--- src/rtl/qdac_pkg.sv ---
package qdac_pkg;
  localparam int NUM_CH = 4;
  localparam int CODE_W = 8;
  localparam int ADDR_W = $clog2(NUM_CH);
  localparam int CTL_W  = 2;
  localparam int WORD_W = ADDR_W + CTL_W + CODE_W;
  localparam int HEAD_W = ADDR_W + CTL_W;

  typedef enum logic [CTL_W-1:0] {
    CTL_SPECIAL     = 2'b00,
    CTL_LOAD_IN     = 2'b01,
    CTL_LOAD_IN_ALL = 2'b10,
    CTL_LOAD_BOTH   = 2'b11
  } ctl_e;

  // address codes used when the control code is CTL_SPECIAL
  localparam logic [ADDR_W-1:0] SPC_NOP       = ADDR_W'(0);
  localparam logic [ADDR_W-1:0] SPC_LOAD_ALL  = ADDR_W'(1);
  localparam logic [ADDR_W-1:0] SPC_MODE_FALL = ADDR_W'(2);
  localparam logic [ADDR_W-1:0] SPC_MODE_RISE = ADDR_W'(3);

  typedef struct packed {
    logic shiftRise;
    logic shiftFall;
    logic wrIn;
    logic wrDacOne;
    logic loadAll;
  } strobe_t;
endpackage

--- src/rtl/qdac_ctrl.sv ---
module qdac_ctrl
  import qdac_pkg::*;
(
  input  logic              clk,
  input  logic              rstN,
  input  logic              sclk,
  input  logic              csN,
  input  logic              din,
  input  logic [HEAD_W-1:0] cmdHead,
  output strobe_t           stb,
  output logic              dinBit,
  output logic              csIdle,
  output logic              modeFall
);
  localparam int SYNC_D = 3;

  logic [SYNC_D-1:0] sclkPipe, csPipe;
  logic [1:0]        dinPipe;

  always_ff @(posedge clk or negedge rstN) begin
    if (!rstN) begin
      sclkPipe <= '0;
      csPipe   <= '1;
      dinPipe  <= '0;
    end else begin
      sclkPipe <= {sclkPipe[SYNC_D-2:0], sclk};
      csPipe   <= {csPipe[SYNC_D-2:0], csN};
      dinPipe  <= {dinPipe[0], din};
    end
  end

  logic sclkRise, sclkFall, csRise, csLow;
  assign sclkRise = sclkPipe[1] & ~sclkPipe[2];
  assign sclkFall = ~sclkPipe[1] & sclkPipe[2];
  assign csRise   = csPipe[1] & ~csPipe[2];
  assign csLow    = ~csPipe[1];
  assign csIdle   = csPipe[1];
  assign dinBit   = dinPipe[1];

  logic [ADDR_W-1:0] addr;
  ctl_e              ctl;
  assign addr = cmdHead[HEAD_W-1 -: ADDR_W];
  assign ctl  = ctl_e'(cmdHead[CTL_W-1:0]);

  always_comb begin
    stb           = '0;
    stb.shiftRise = sclkRise & csLow;
    stb.shiftFall = sclkFall & csLow;
    if (csRise) begin
      unique case (ctl)
        CTL_LOAD_IN:     stb.wrIn = 1'b1;
        CTL_LOAD_IN_ALL: begin stb.wrIn = 1'b1; stb.loadAll = 1'b1; end
        CTL_LOAD_BOTH:   begin stb.wrIn = 1'b1; stb.wrDacOne = 1'b1; end
        default:         stb.loadAll = (addr == SPC_LOAD_ALL) || (addr == SPC_MODE_FALL);
      endcase
    end
  end

  always_ff @(posedge clk or negedge rstN) begin
    if (!rstN) begin
      modeFall <= 1'b0;
    end else if (csRise && ctl == CTL_SPECIAL) begin
      if (addr == SPC_MODE_FALL)      modeFall <= 1'b1;
      else if (addr == SPC_MODE_RISE) modeFall <= 1'b0;
    end
  end

  // the dout timing selection only moves right after a frame ends
  assert_mode_on_frame_R7: assert property (@(posedge clk) disable iff (!rstN)
    (modeFall != $past(modeFall)) |-> $past(csRise));
endmodule

--- src/rtl/qdac_datapath.sv ---
module qdac_datapath
  import qdac_pkg::*;
(
  input  logic                     clk,
  input  logic                     rstN,
  input  logic                     clrN,
  input  logic                     ldacN,
  input  strobe_t                  stb,
  input  logic                     dinBit,
  input  logic                     csIdle,
  input  logic                     modeFall,
  output logic [HEAD_W-1:0]        cmdHead,
  output logic                     dout,
  output logic [NUM_CH*CODE_W-1:0] dacCode
);
  logic [WORD_W-1:0] shiftReg;
  logic tailBit, fallBit;

  always_ff @(posedge clk or negedge rstN) begin
    if (!rstN) begin
      shiftReg <= '0;
      tailBit  <= 1'b0;
      fallBit  <= 1'b0;
    end else begin
      if (stb.shiftRise) begin
        shiftReg <= {shiftReg[WORD_W-2:0], dinBit};
        tailBit  <= shiftReg[WORD_W-1];
      end
      if (stb.shiftFall) fallBit <= tailBit;
    end
  end

  assign dout    = modeFall ? fallBit : tailBit;
  assign cmdHead = shiftReg[WORD_W-1 -: HEAD_W];

  logic [ADDR_W-1:0] addr;
  logic [CODE_W-1:0] code;
  assign addr = shiftReg[WORD_W-1 -: ADDR_W];
  assign code = shiftReg[CODE_W-1:0];

  logic arstN;
  assign arstN = rstN & clrN;

  logic [NUM_CH*CODE_W-1:0] inFlat, dacFlat;

  for (genvar ch = 0; ch < NUM_CH; ch++) begin : g_chan
    logic [CODE_W-1:0] inQ, dacQ;
    logic hit;
    assign hit = stb.wrIn && (addr == ADDR_W'(ch));

    always_ff @(posedge clk or negedge arstN) begin
      if (!arstN) begin
        inQ  <= '0;
        dacQ <= '0;
      end else begin
        if (hit) inQ <= code;
        if (stb.loadAll || (stb.wrDacOne && hit)) dacQ <= hit ? code : inQ;
        else if (!ldacN)                         dacQ <= inQ;
      end
    end

    assign inFlat[ch*CODE_W +: CODE_W]  = inQ;
    assign dacFlat[ch*CODE_W +: CODE_W] = dacQ;
    assign dacCode[ch*CODE_W +: CODE_W] = ldacN ? dacQ : inQ;
  end

  assert_shift_lsb_R2: assert property (@(posedge clk) disable iff (!rstN)
    stb.shiftRise |=> (shiftReg[0] == $past(dinBit)));

  assert_dout_hold_R8: assert property (@(posedge clk) disable iff (!rstN)
    (csIdle && $past(csIdle)) |=> $stable(dout));

  assert_in_only_R3: assert property (@(posedge clk) disable iff (!rstN || !clrN)
    (stb.wrIn && !stb.wrDacOne && !stb.loadAll && ldacN) |=> $stable(dacFlat));

  assert_nop_keeps_R6: assert property (@(posedge clk) disable iff (!rstN || !clrN)
    !stb.wrIn |=> $stable(inFlat));

  assert_clear_R10: assert property (@(posedge clk) disable iff (!rstN)
    !clrN |-> (inFlat == '0 && dacFlat == '0));
endmodule

--- src/rtl/qdac_serial_front.sv ---
module qdac_serial_front
  import qdac_pkg::*;
(
  input  logic                     clk,
  input  logic                     rstN,
  input  logic                     sclk,
  input  logic                     csN,
  input  logic                     din,
  input  logic                     ldacN,
  input  logic                     clrN,
  output logic                     dout,
  output logic [NUM_CH*CODE_W-1:0] dacCode
);
  strobe_t           stb;
  logic              dinBit, csIdle, modeFall;
  logic [HEAD_W-1:0] cmdHead;

  qdac_ctrl u_ctrl (
    .clk(clk), .rstN(rstN), .sclk(sclk), .csN(csN), .din(din),
    .cmdHead(cmdHead), .stb(stb), .dinBit(dinBit), .csIdle(csIdle),
    .modeFall(modeFall)
  );

  qdac_datapath u_dp (
    .clk(clk), .rstN(rstN), .clrN(clrN), .ldacN(ldacN), .stb(stb),
    .dinBit(dinBit), .csIdle(csIdle), .modeFall(modeFall),
    .cmdHead(cmdHead), .dout(dout), .dacCode(dacCode)
  );
endmodule

--- config.mk ---
export PLATFORM = sky130hd
export DESIGN_NAME = qdac_serial_front
export DESIGN_NICKNAME = d
export VERILOG_FILES = /design/src/rtl/qdac_pkg.sv /design/src/rtl/qdac_ctrl.sv /design/src/rtl/qdac_datapath.sv /design/src/rtl/qdac_serial_front.sv
export SDC_FILE = /design/constraint.sdc
export NUM_CORES = 1
export LEC_CHECK = 0
export BUFFER_PORTS_ARGS = -buffer_cell sky130_fd_sc_hd__buf_2
export CAP_MARGIN = 20
export CORE_ASPECT_RATIO = 0.9
export CORE_MARGIN = 1
export CORE_UTILIZATION = 53
export DETAILED_ROUTE_END_ITERATION = 6
export PLACE_DENSITY_LB_ADDON = 0.1
export SYNTH_ARGS = -nofsm -noshare
export SYNTH_HDL_FRONTEND = slang
export SYNTH_SLANG_ARGS = --single-unit
--- constraint.sdc ---
create_clock -name clk -period 1.98 [get_ports clk]
set_input_delay 0.099 -clock clk [delete_from_list [all_inputs] [get_ports clk]]
set_output_delay 0.099 -clock clk [all_outputs]
set_load 0.01 [all_outputs]
==> out/metrics.yaml, run 1 <==
sta:
  finalSetupViolCount: 0
  fin_hold_ws_ps: 255.6
  setup_tns_ps: 0
  max_slew_margin_pct: 66.88
  report.final.hold_viol_count: 0
  rsz0062_at_grt: "no"
  tightest_slew_ps: 496.8
  fmax_mhz: 545.0
  finalCritPeriodShare_pct: 92.66
  drv_slew: 0
  fin_crit_ps: 1835
  skew_ps: 8.577
cells_and_area:
  drive_above_1_share_pct: 63.64
  fin_area_um2: 4736
  diodes: 0
  layout_common_cells: "mux2_2 (123), dfrtp_1 (84), buf_2 (39)"
  fin_nets: 340
  multiInputGateArea_um2: 1946
  final-seq-area_um2: 2181
  final_common_cell: "mux2_2"
  syn2layout_area_growth_pct: 12.25
  nFillCells: 634
floorplan:
  num_io_pins: 40
  dieArea_um2: 8321
  die_h_um: 86.64
  start_util_pct: 55.37
  core-area_um2: 7620
  rows: 30
  fp.dieW_um: 96.05
global_route:
  grt.total_usage_pct: 20.54
  antenna_found_initial: 0
  first_global_vias: 2447
  grt_max_degree: 65
  grt_pass1_wl_um: 12520
  overflow: 0
clocking:
  cts_sinks: 87
  numCtsBuffers: 9
  cts_resized: 0
  cts-root-buf: "clkbuf_8"
  holdBufCountCts: 5
  htreeDepth: 3
  cts_buffer_depth: 2
  clk_pin_slew_ps: 80
  post_cts_buffers: 0
  clock_latency_ps: 350
  cts_tree: "yes"
detailed_routing:
  drcViolationCount: 0
  drt_iter0_drc: 88
  wl_um: 7557
  vias: 2360
  routed.top_layer: "met4"
  vias_per_cell: 5.540
  wl_met2_um: 3703
  met3_length_um: 256
  ant_nets: 0
  dr.pass1.iters: 5
  wl_per_cell_um: 17.74
  met1_length_um: 3501
place:
  place.gp.congestion: 0.7881
  placed_area_um2: 4534
  hpwl_um: 4837
  portBuffers: 39
worst_setup_path:
  crit_slowest_cell: "dfrtp_1"
  cp-start-kind: "register"
  critPathMaxFanout: 8
  crit_chain: "inv_1 -> ha_1 -> o21bai_4 -> a21oi_4 -> mux2_4"
  worstPathArrival_ps: 2070
  critPathRequiredTime_ps: 2210
  path_delay_family: "compound AO/OA/AOI/OAI gates"
  worstSetupPathType: "reg2reg"
  end_kind: "register"
  cpPeakStageDelay_ps: 410
  crit_buf_inv: 1
  rrSetupSlack_ps: 150
logic_synthesis:
  synthesis.nets: 295
  syn-instance-count: 283
  synth-edff-count: 0
  ys_async_sr_fraction_pct: 100.0
  synth_seq_area_share_pct: 51.69
  synth_cell_types: 26
  synth_area_per_cell_um2: 14.91
  synth.cell_area_um2: 4219
  ys.flop_type: "dfrtp_1"
  ys_seq_elements: 87
  yosys_warnings: 0
power_and_ir_drop:
  powerDensity_nw_per_um2: 831.7
  power.static_leakage_nw: 2.413
  irDropWorstVdd_v: 0.0005324
run_status:
  run_status: "completed"
hold_path:
  min_path_type: "in2async"
job:
  maxCapViolCount: 0
worst paths after layout:
check,start,to,cells after the start
hold reg to reg,u_ctrl.sclkPipe[0]$_DFF_PN0_,u_ctrl.sclkPipe[1]$_DFF_PN0_,0
setup / recovery,u_dp.shiftReg[11]$_DFFE_PN0P_,u_dp.g_chan[3].dacQ[0]$_DFF_PN0_,5
min in group clk,u_ctrl.sclkPipe[0]$_DFF_PN0_,u_ctrl.sclkPipe[1]$_DFF_PN0_,0
hold / removal,rstN,u_ctrl.dinPipe[0]$_DFF_PN0_,3
max in group asynchronous,rstN,u_dp.g_chan[3].inQ[0]$_DFF_PN0_,4
setup reg to reg,u_dp.shiftReg[11]$_DFFE_PN0P_,u_dp.g_chan[3].dacQ[0]$_DFF_PN0_,5
flip-flops by register name (all words and copies together), names as in the netlist:
name,cells
u_dp.g_chan.dacQ,32
u_dp.g_chan.inQ,32
u_dp.shiftReg,12
u_ctrl.csPipe,3
u_ctrl.sclkPipe,3
u_ctrl.dinPipe,2
u_ctrl.modeFall,1
u_dp.fallBit,1
u_dp.tailBit,1
routing by layer:
metal | global-route usage [%] | up-vias
met4 | 6.513 | 0
li1 | - | 1101
met5 | 0 | -
met2 | 33.01 | 34
met1 | 26.69 | 1215
met3 | 6.053 | 10
worst register-to-register path, cell delays in order (launching register included):
cell and delay (ps):
dfrtp_1 410, inv_1 100, ha_1 320, o21bai_4 130, a21oi_4 400, mux2_4 350
per-stage QoR:
stage,setup slack [ps],instances,total power (W),utilization (%)
2_1_floorplan,324.4,283,0.002697,-
3_5_place_dp,156.2,408,0.002950,59.51
4_1_cts,130.6,426,0.004003,62.15
5_1_grt,56.12,426,0.004138,62.15
6_report,145.3,426,0.003939,62.15
3_3_place_gp,198.1,408,0.002921,59.51
logic make-up (layout without fill, tap and decap cells):
group	after synthesis	after routing	share of synthesized area, %
multiplexers	142	142	38.61
AND/OR/NAND/NOR	18	18	2.936
buffers and inverters	20	67	2.224
AO/OA/AOI/OAI	11	11	3.054
flip-flops	87	87	51.69
adder cells (fa/ha/maj)	5	5	1.483
layout make-up:
class	instances	share of cell area, %
Multi-Input combinational cell	176	41.08
Inverter	2	0.1585
Tap cell	96	2.536
Timing Repair Buffer	52	6.975
Clock inverter	2	0.2114
Sequential cell	87	46.05
Clock buffer	11	2.985
where the power goes:
group | switching [W] | internal [W]
combinational | 0.000282 | 0.000366
clock | 0.000569 | 0.000466
sequential | 0.000310 | 0.00195
cell usage after synthesis, drive strengths merged (2+ instances only):
master / number / area (um^2)
a21oi: 4 / 65.06
buf: 9 / 52.55
nand3: 4 / 40.04
dfstp: 3 / 78.83
mux2: 142 / 1629
clkbuf: 9 / 33.78
nor3b: 2 / 20.02
dfrtp: 84 / 2102
o21ai: 6 / 45.04
ha: 5 / 62.56
nand2: 6 / 22.52
inv: 2 / 7.510
Note: power is estimated with default switching activity, not from simulation.
==> run 2, diff against run 1 <==
--- a/config.mk
+++ b/config.mk
@@ -9,7 +9,7 @@
 export CAP_MARGIN = 20
 export CORE_ASPECT_RATIO = 0.9
 export CORE_MARGIN = 1
-export CORE_UTILIZATION = 53
+export CORE_UTILIZATION = 60
 export DETAILED_ROUTE_END_ITERATION = 6
 export PLACE_DENSITY_LB_ADDON = 0.1
 export SYNTH_ARGS = -nofsm -noshare
==> constraint.sdc (replaced) <==
create_clock -name clk -period 2.26 [get_ports clk]
set_input_delay 0.113 -clock clk [delete_from_list [all_inputs] [get_ports clk]]
set_output_delay 0.113 -clock clk [all_outputs]
set_load 0.01 [all_outputs]
==> out/metrics.yaml, run 2 (same netlist as run 1, synthesis figures left out) <==
power_and_ir_drop:
  p_total_w: 0.003531  # -10%
  power.static_leakage_nw: 2.399  # -0.55%
  irDropWorstVdd_v: 0.0005588  # +5.0%
  powerDensity_nw_per_um2: 748.3  # -10%
clocking:
  htreeDepth: 3  # unchanged
  cts_resized: 0  # unchanged
  cts_buffer_depth: 2  # unchanged
  cts_sinks: 87  # unchanged
  cts_tree: "yes"
  cts-root-buf: "clkbuf_8"
  holdBufCountCts: 5  # unchanged
  numCtsBuffers: 9  # unchanged
  clk_pin_slew_ps: 80  # about the same
  post_cts_buffers: 0  # unchanged
  clock_latency_ps: 350  # about the same
global_route:
  grt.total_usage_pct: 22.08  # +1.5 points
  first_global_vias: 2429  # -0.74%
  antenna_found_initial: 0  # unchanged
  overflow: 0  # unchanged
  grt_max_degree: 65  # unchanged
  grt_pass1_wl_um: 12350  # -1.3%
worst_setup_path:
  worstPathArrival_ps: 2080  # about the same
  path_delay_family: "compound AO/OA/AOI/OAI gates"
  crit_buf_inv: 1  # unchanged
  crit_slowest_cell: "a21oi_4"
  worstSetupPathType: "reg2reg"
  cpPeakStageDelay_ps: 410  # about the same
  cp-start-kind: "register"
  critPathMaxFanout: 8  # unchanged
  crit_chain: "inv_1 -> ha_1 -> o21bai_4 -> a21oi_4 -> mux2_4"
  critPathRequiredTime_ps: 2490  # +280 ps
  end_kind: "register"
sta:
  report.final.hold_viol_count: 0  # unchanged
  max_slew_margin_pct: 63.32  # -3.6 points
  setup_tns_ps: 0  # unchanged
  skew_ps: 10.86  # +2.283 ps
  drv_slew: 0  # unchanged
  fmax_mhz: 540.9  # -0.76%
  tightest_slew_ps: 550.2  # +53.35 ps
  rsz0062_at_grt: "no"
  fin_hold_ws_ps: 290.9  # +35.30 ps
  finalCritPeriodShare_pct: 81.81  # -11 points
  fin_crit_ps: 1849  # +14.09 ps
  finalSetupViolCount: 0  # unchanged
detailed_routing:
  drcViolationCount: 0  # unchanged
  drt_iter0_drc: 92  # +4.5%
  vias: 2335  # -1.1%
  dr.pass1.iters: 4  # -1
  vias_per_cell: 5.600  # +1.1%
  ant_nets: 0  # unchanged
  wl_um: 7258  # -4.0%
  wl_per_cell_um: 17.41  # -1.9%
cells_and_area:
  reg_top3: "u_dp.g_chan.dacQ: 32 flops, u_dp.g_chan.inQ: 32 flops, u_dp.shiftReg: 12 flops"
  diodes: 0  # unchanged
  fin_nets: 335  # -1.5%
  drive_above_1_share_pct: 63.00  # -0.64 points
  syn2layout_area_growth_pct: 11.83
  final_common_cell: "mux2_2"
  nFillCells: 499  # -21%
  layout_common_cells: "mux2_2 (123), dfrtp_1 (84), buf_2 (39)"
place:
  hpwl_um: 4722  # -2.4%
  portBuffers: 39  # unchanged
  place.gp.congestion: 0.7917  # +0.46%
run_status:
  run_status: "completed"
floorplan:
  num_io_pins: 40  # unchanged
  rows: 28  # -6.7%
  die_h_um: 81.55  # -5.9%
  fp.dieW_um: 90.39  # -5.9%
  core-area_um2: 6691  # -12%
  dieArea_um2: 7371  # -11%
  start_util_pct: 63.05  # +7.7 points
hold_path:
  min_path_type: "in2async"
job:
  maxCapViolCount: 0  # unchanged
## run 2: per-layer routing
metal,part of all wire (%),track usage (%)
met1,47,29.10
met2,49,36.95
met3,2.8,4.537
met4,1.2,7.903
met5,0,0
## run 2: path summary, 6_finish.rpt
kind	from	to	slack, ps	cells past startpoint
setup / recovery	u_dp.shiftReg[10]$_DFFE_PN0P_	u_dp.g_chan[3].dacQ[1]$_DFF_PN0_	410	5
hold / removal	rstN	u_dp.shiftReg[0]$_DFFE_PN0P_	290	2
setup reg to reg	u_dp.shiftReg[10]$_DFFE_PN0P_	u_dp.g_chan[3].dacQ[1]$_DFF_PN0_	410	5
hold reg to reg	u_ctrl.csPipe[0]$_DFF_PN1_	u_ctrl.csPipe[1]$_DFF_PN1_	360	0
max in group asynchronous	rstN	u_dp.g_chan[0].inQ[1]$_DFF_PN0_	1040	4
min in group clk	u_ctrl.csPipe[0]$_DFF_PN1_	u_ctrl.csPipe[1]$_DFF_PN1_	360	0
## run 2: final cells by class
cell class,instances,area [um^2],area share (%)
Inverter,2,7.507,0.1591
Tap cell,90,112.6,2.387
Timing Repair Buffer,47,292.8,6.205
Clock inverter,4,47.55,1.008
Clock buffer,11,131.4,2.784
Sequential cell,87,2181,46.22
Multi-Input combinational cell,176,1946,41.24
## run 2: through the flow
stage	instances	cell area [um^2]	utilization [%]	worst slack [ps]
global route	417	4718	70.51	325.3
floorplan	283	4219	-	185.5
global placement	397	4489	67.09	453.6
detailed placement	397	4489	67.09	422.4
finish	417	4718	70.51	411.2
CTS	417	4718	70.51	403.7
## run 2: power breakdown
group	total [W]	switching, W	internal (W)
clock	0.00101	0.000509	0.000502
combinational	0.000552	0.000242	0.000309
sequential	0.00197	0.000262	0.00171
==> run 3, diff against run 2 <==
--- a/config.mk
+++ b/config.mk
@@ -5,11 +5,12 @@
 export SDC_FILE = /design/constraint.sdc
 export NUM_CORES = 1
 export LEC_CHECK = 0
+export ABC_AREA = 1
 export BUFFER_PORTS_ARGS = -buffer_cell sky130_fd_sc_hd__buf_2
 export CAP_MARGIN = 20
 export CORE_ASPECT_RATIO = 0.9
 export CORE_MARGIN = 1
-export CORE_UTILIZATION = 60
+export CORE_UTILIZATION = 53
 export DETAILED_ROUTE_END_ITERATION = 6
 export PLACE_DENSITY_LB_ADDON = 0.1
 export SYNTH_ARGS = -nofsm -noshare
==> constraint.sdc (replaced) <==
create_clock -name clk -period 1.5 [get_ports clk]
set_input_delay 0.075 -clock clk [delete_from_list [all_inputs] [get_ports clk]]
set_output_delay 0.075 -clock clk [all_outputs]
set_load 0.01 [all_outputs]
==> out/metrics.yaml, run 3 <==
power_and_ir_drop:
  power.static_leakage_nw: 2.648  # +10%
  powerDensity_nw_per_um2: 1103  # +47%
  p_sw_w: 0.001592  # +57%
  clockPowerShare_pct: 35.4  # +6.8 points
  pwr-share-comb_pct: 18.1  # +2.5 points
  pwr-share-seq_pct: 46.4  # -9.3 points
  p_total_w: 0.005718  # +62%
  p_int_w: 0.004126  # +64%
  swShare_pct: 27.85  # -0.87 points
  irDropWorstVdd_v: 0.0005884  # +5.3%
worst_setup_path:
  cpPeakStageDelay_ps: 580  # +170 ps
  cp-start-kind: "register"
  worstSetupPathType: "reg2reg"
  rrSetupSlack_ps: -60  # -470 ps
  r2r-end: "u_dp.g_chan[0].inQ[3]$_DFF_PN0_"
  ff2ff_path_depth: 6  # +1
  worstPathArrival_ps: 1820  # -260 ps
  crit_chain: "buf_6 -> nand2_4 -> nor2_4 -> clkbuf_16 -> nand3_1 -> and2_1"
  crit_slowest_cell: "dfstp_2"
  end_kind: "register"
  critPathMaxFanout: 16  # +8
  critPathRequiredTime_ps: 1760  # -730 ps
  rr_startpoint: "u_ctrl.csPipe[1]$_DFF_PN1_"
cells_and_area:
  nFillCells: 559  # +12%
  final_cells: 641  # +54%
  reg_top3: "u_dp.g_chan.dacQ: 32 flops, u_dp.g_chan.inQ: 32 flops, u_dp.shiftReg: 12 flops"
  syn2layout_area_growth_pct: 26.95
  layout_common_cells: "nand2_1 (115), nand3_1 (86), dfrtp_1 (84)"
  fin_nets: 555  # +66%
  diodes: 0  # unchanged
  final_common_cell: "nand2_1"
  drive_above_1_share_pct: 23.54  # -39 points
global_route:
  grt_pass1_wl_um: 16300  # +32%
  antenna_found_initial: 0  # unchanged
  first_global_vias: 3347  # +38%
  grt_max_degree: 65  # unchanged
  overflow: 0  # unchanged
  grt.total_usage_pct: 26.77  # +4.7 points
logic_synthesis:
  synth.cell_area_um2: 4085  # -3.2%
  yosys_warnings: 0  # unchanged
  ys.flop_type: "dfrtp_1"
  syn-instance-count: 475  # +68%
  synth_area_leaders: "dfrtp_1 (51%), nand3_1 (12%), nand2_1 (11%)"
  synth_seq_area_share_pct: 53.38  # +1.7 points
  synth_cell_types: 22  # -15%
  synth-edff-count: 0  # unchanged
  synth_common_cells: "nand2_1 (117), nand3_1 (100), dfrtp_1 (84)"
  synthesis.nets: 487  # +65%
  yosysTopAreaCell: "dfrtp_1"
  yosys.area.top_type_share_pct: 51.45  # +1.6 points
  yosysMostFrequentCell: "nand2_1"
  synth_area_per_cell_um2: 8.600  # -42%
  ys_async_sr_fraction_pct: 100.0  # unchanged
  ys_seq_elements: 87  # unchanged
detailed_routing:
  ant_nets: 0  # unchanged
  dr.pass1.iters: 5  # +1
  wl_um: 10600  # +46%
  drcViolationCount: 0  # unchanged
  wl_per_cell_um: 16.54  # -5.0%
  drt_iter0_drc: 232  # +150%
  vias: 3535  # +51%
  vias_per_cell: 5.515  # -1.5%
sta:
  fmax_mhz: 640.7  # +18%
  tightest_slew_ps: 410.7  # -139.4 ps
  max_slew_margin_pct: 72.33  # +9.0 points
  final.setup.worst_slack_ps: -60.71  # -471.9 ps
  skew_ps: 15.01  # +4.147 ps
  fin_crit_ps: 1561  # -288.1 ps
  finalCritPeriodShare_pct: 104.0  # +22 points
  setup_tns_ps: -1442  # -1442 ps
  finalSetupViolCount: 49  # +49
  rsz0062_at_grt: "yes"
  drv_slew: 0  # unchanged
  report.final.hold_viol_count: 0  # unchanged
floorplan:
  num_io_pins: 40  # unchanged
  core-area_um2: 7257  # +8.5%
  die_h_um: 85.29  # +4.6%
  start_util_pct: 56.29  # -6.8 points
  rows: 29  # +3.6%
  fp.dieW_um: 94.55  # +4.6%
  dieArea_um2: 8064  # +9.4%
job:
  maxCapViolCount: 0  # unchanged
clocking:
  cts-root-buf: "clkbuf_8"
  cts_sinks: 87  # unchanged
  clk_pin_slew_ps: 80  # about the same
  htreeDepth: 3  # unchanged
  clock_latency_ps: 360  # about the same
  cts_tree: "yes"
  cts_buffer_depth: 2  # unchanged
  numCtsBuffers: 9  # unchanged
run_status:
  run_status: "complete, but fails checks"
  failed_checks: "setup timing"
hold_path:
  min_path_type: "in2async"
place:
  hpwl_um: 5959  # +26%
  portBuffers: 39  # unchanged
  placed_cells: 607  # +53%
  place.gp.congestion: 0.7945  # +0.35%
==> run 3: worst max-delay path by stage <==
stage,from,endpoint,slack (ps),cells after the start
finish,u_ctrl.csPipe[1]$_DFF_PN1_,u_dp.g_chan[0].inQ[3]$_DFF_PN0_,-60,6
detailed placement,u_dp.shiftReg[10]$_DFFE_PN0P_,u_dp.g_chan[0].dacQ[4]$_DFF_PN0_,-20,9
global placement,u_dp.shiftReg[11]$_DFFE_PN0P_,u_dp.g_chan[3].dacQ[6]$_DFF_PN0_,30,9
global route,u_ctrl.csPipe[1]$_DFF_PN1_,u_dp.g_chan[0].inQ[3]$_DFF_PN0_,-120,6
CTS,u_ctrl.csPipe[1]$_DFF_PN1_,u_dp.g_chan[1].dacQ[4]$_DFF_PN0_,-1,7
floorplan,u_dp.shiftReg[11]$_DFFE_PN0P_,u_dp.g_chan[1].dacQ[0]$_DFF_PN0_,60,7
==> run 3: critical path: cells and delay by family, from the launching register on <==
family        cells  cell delay (ps)
buf+inv           2              340
flops             1              580
simple gates      4              540
==> run 3: final cells by class <==
type | count | area [um^2] | area share, %
clock buffers | 13 | 158.9 | 3.064
inverters | 51 | 197.7 | 3.812
repair buffers | 75 | 651.9 | 12.57
clock inverters | 3 | 90.09 | 1.737
well taps | 93 | 116.4 | 2.244
multi-input cells | 319 | 1790 | 34.52
flip-flops and latches | 87 | 2181 | 42.05
==> run 3: cell families after synthesis <==
group | after synthesis | share of synthesized area [%]
buf+inv | 70 | 7.504
flops | 87 | 53.38
fa+ha+maj | 5 | 1.531
simple gates | 264 | 31.52
compound gates | 49 | 6.064
==> run 3: per-layer routing <==
| layer | vias up | global-route usage, % | routed length (um) |
|---|---|---|---|
| li1 | 1669 | - | - |
| met3 | 15 | 7.527 | 566 |
| met5 | - | 0 | 0 |
| met1 | 1754 | 35.72 | 4485 |
| met2 | 97 | 42.56 | 5368 |
| met4 | 0 | 8.264 | 184 |
==> run 3: power groups by stage <==
stage / clock, W / combinational (W) / sequential [W]
floorplan: 0 / 0.000557 / 0.00267
global placement: 0 / 0.000853 / 0.00268
detailed placement: 0 / 0.000864 / 0.00270
CTS: 0.00204 / 0.000917 / 0.00265
global route: 0.00213 / 0.00114 / 0.00267
finish: 0.00203 / 0.00104 / 0.00266
==> run 3: stage by stage <==
stage	worst slack [ps]	cell area, um^2	hold slack, ps	util (%)
floorplan	59.66	4089	-220.6	-
global placement	30.80	4491	80.66	61.88
detailed placement	-22.95	4491	79.91	61.88
CTS	-1.166	4891	228.5	67.40
global route	-119.4	5186	261.5	71.47
finish	-60.71	5186	241.0	71.47
==> run 3: repair_timing <==
item,in CTS,in global routing
gates resized for setup,6,38
setup buffers,2,6
pin swaps,2,10
cloned,3,2
endpoints found under the setup margin,32,64
hold buffers,5,0
hold endpoints to repair,90,0
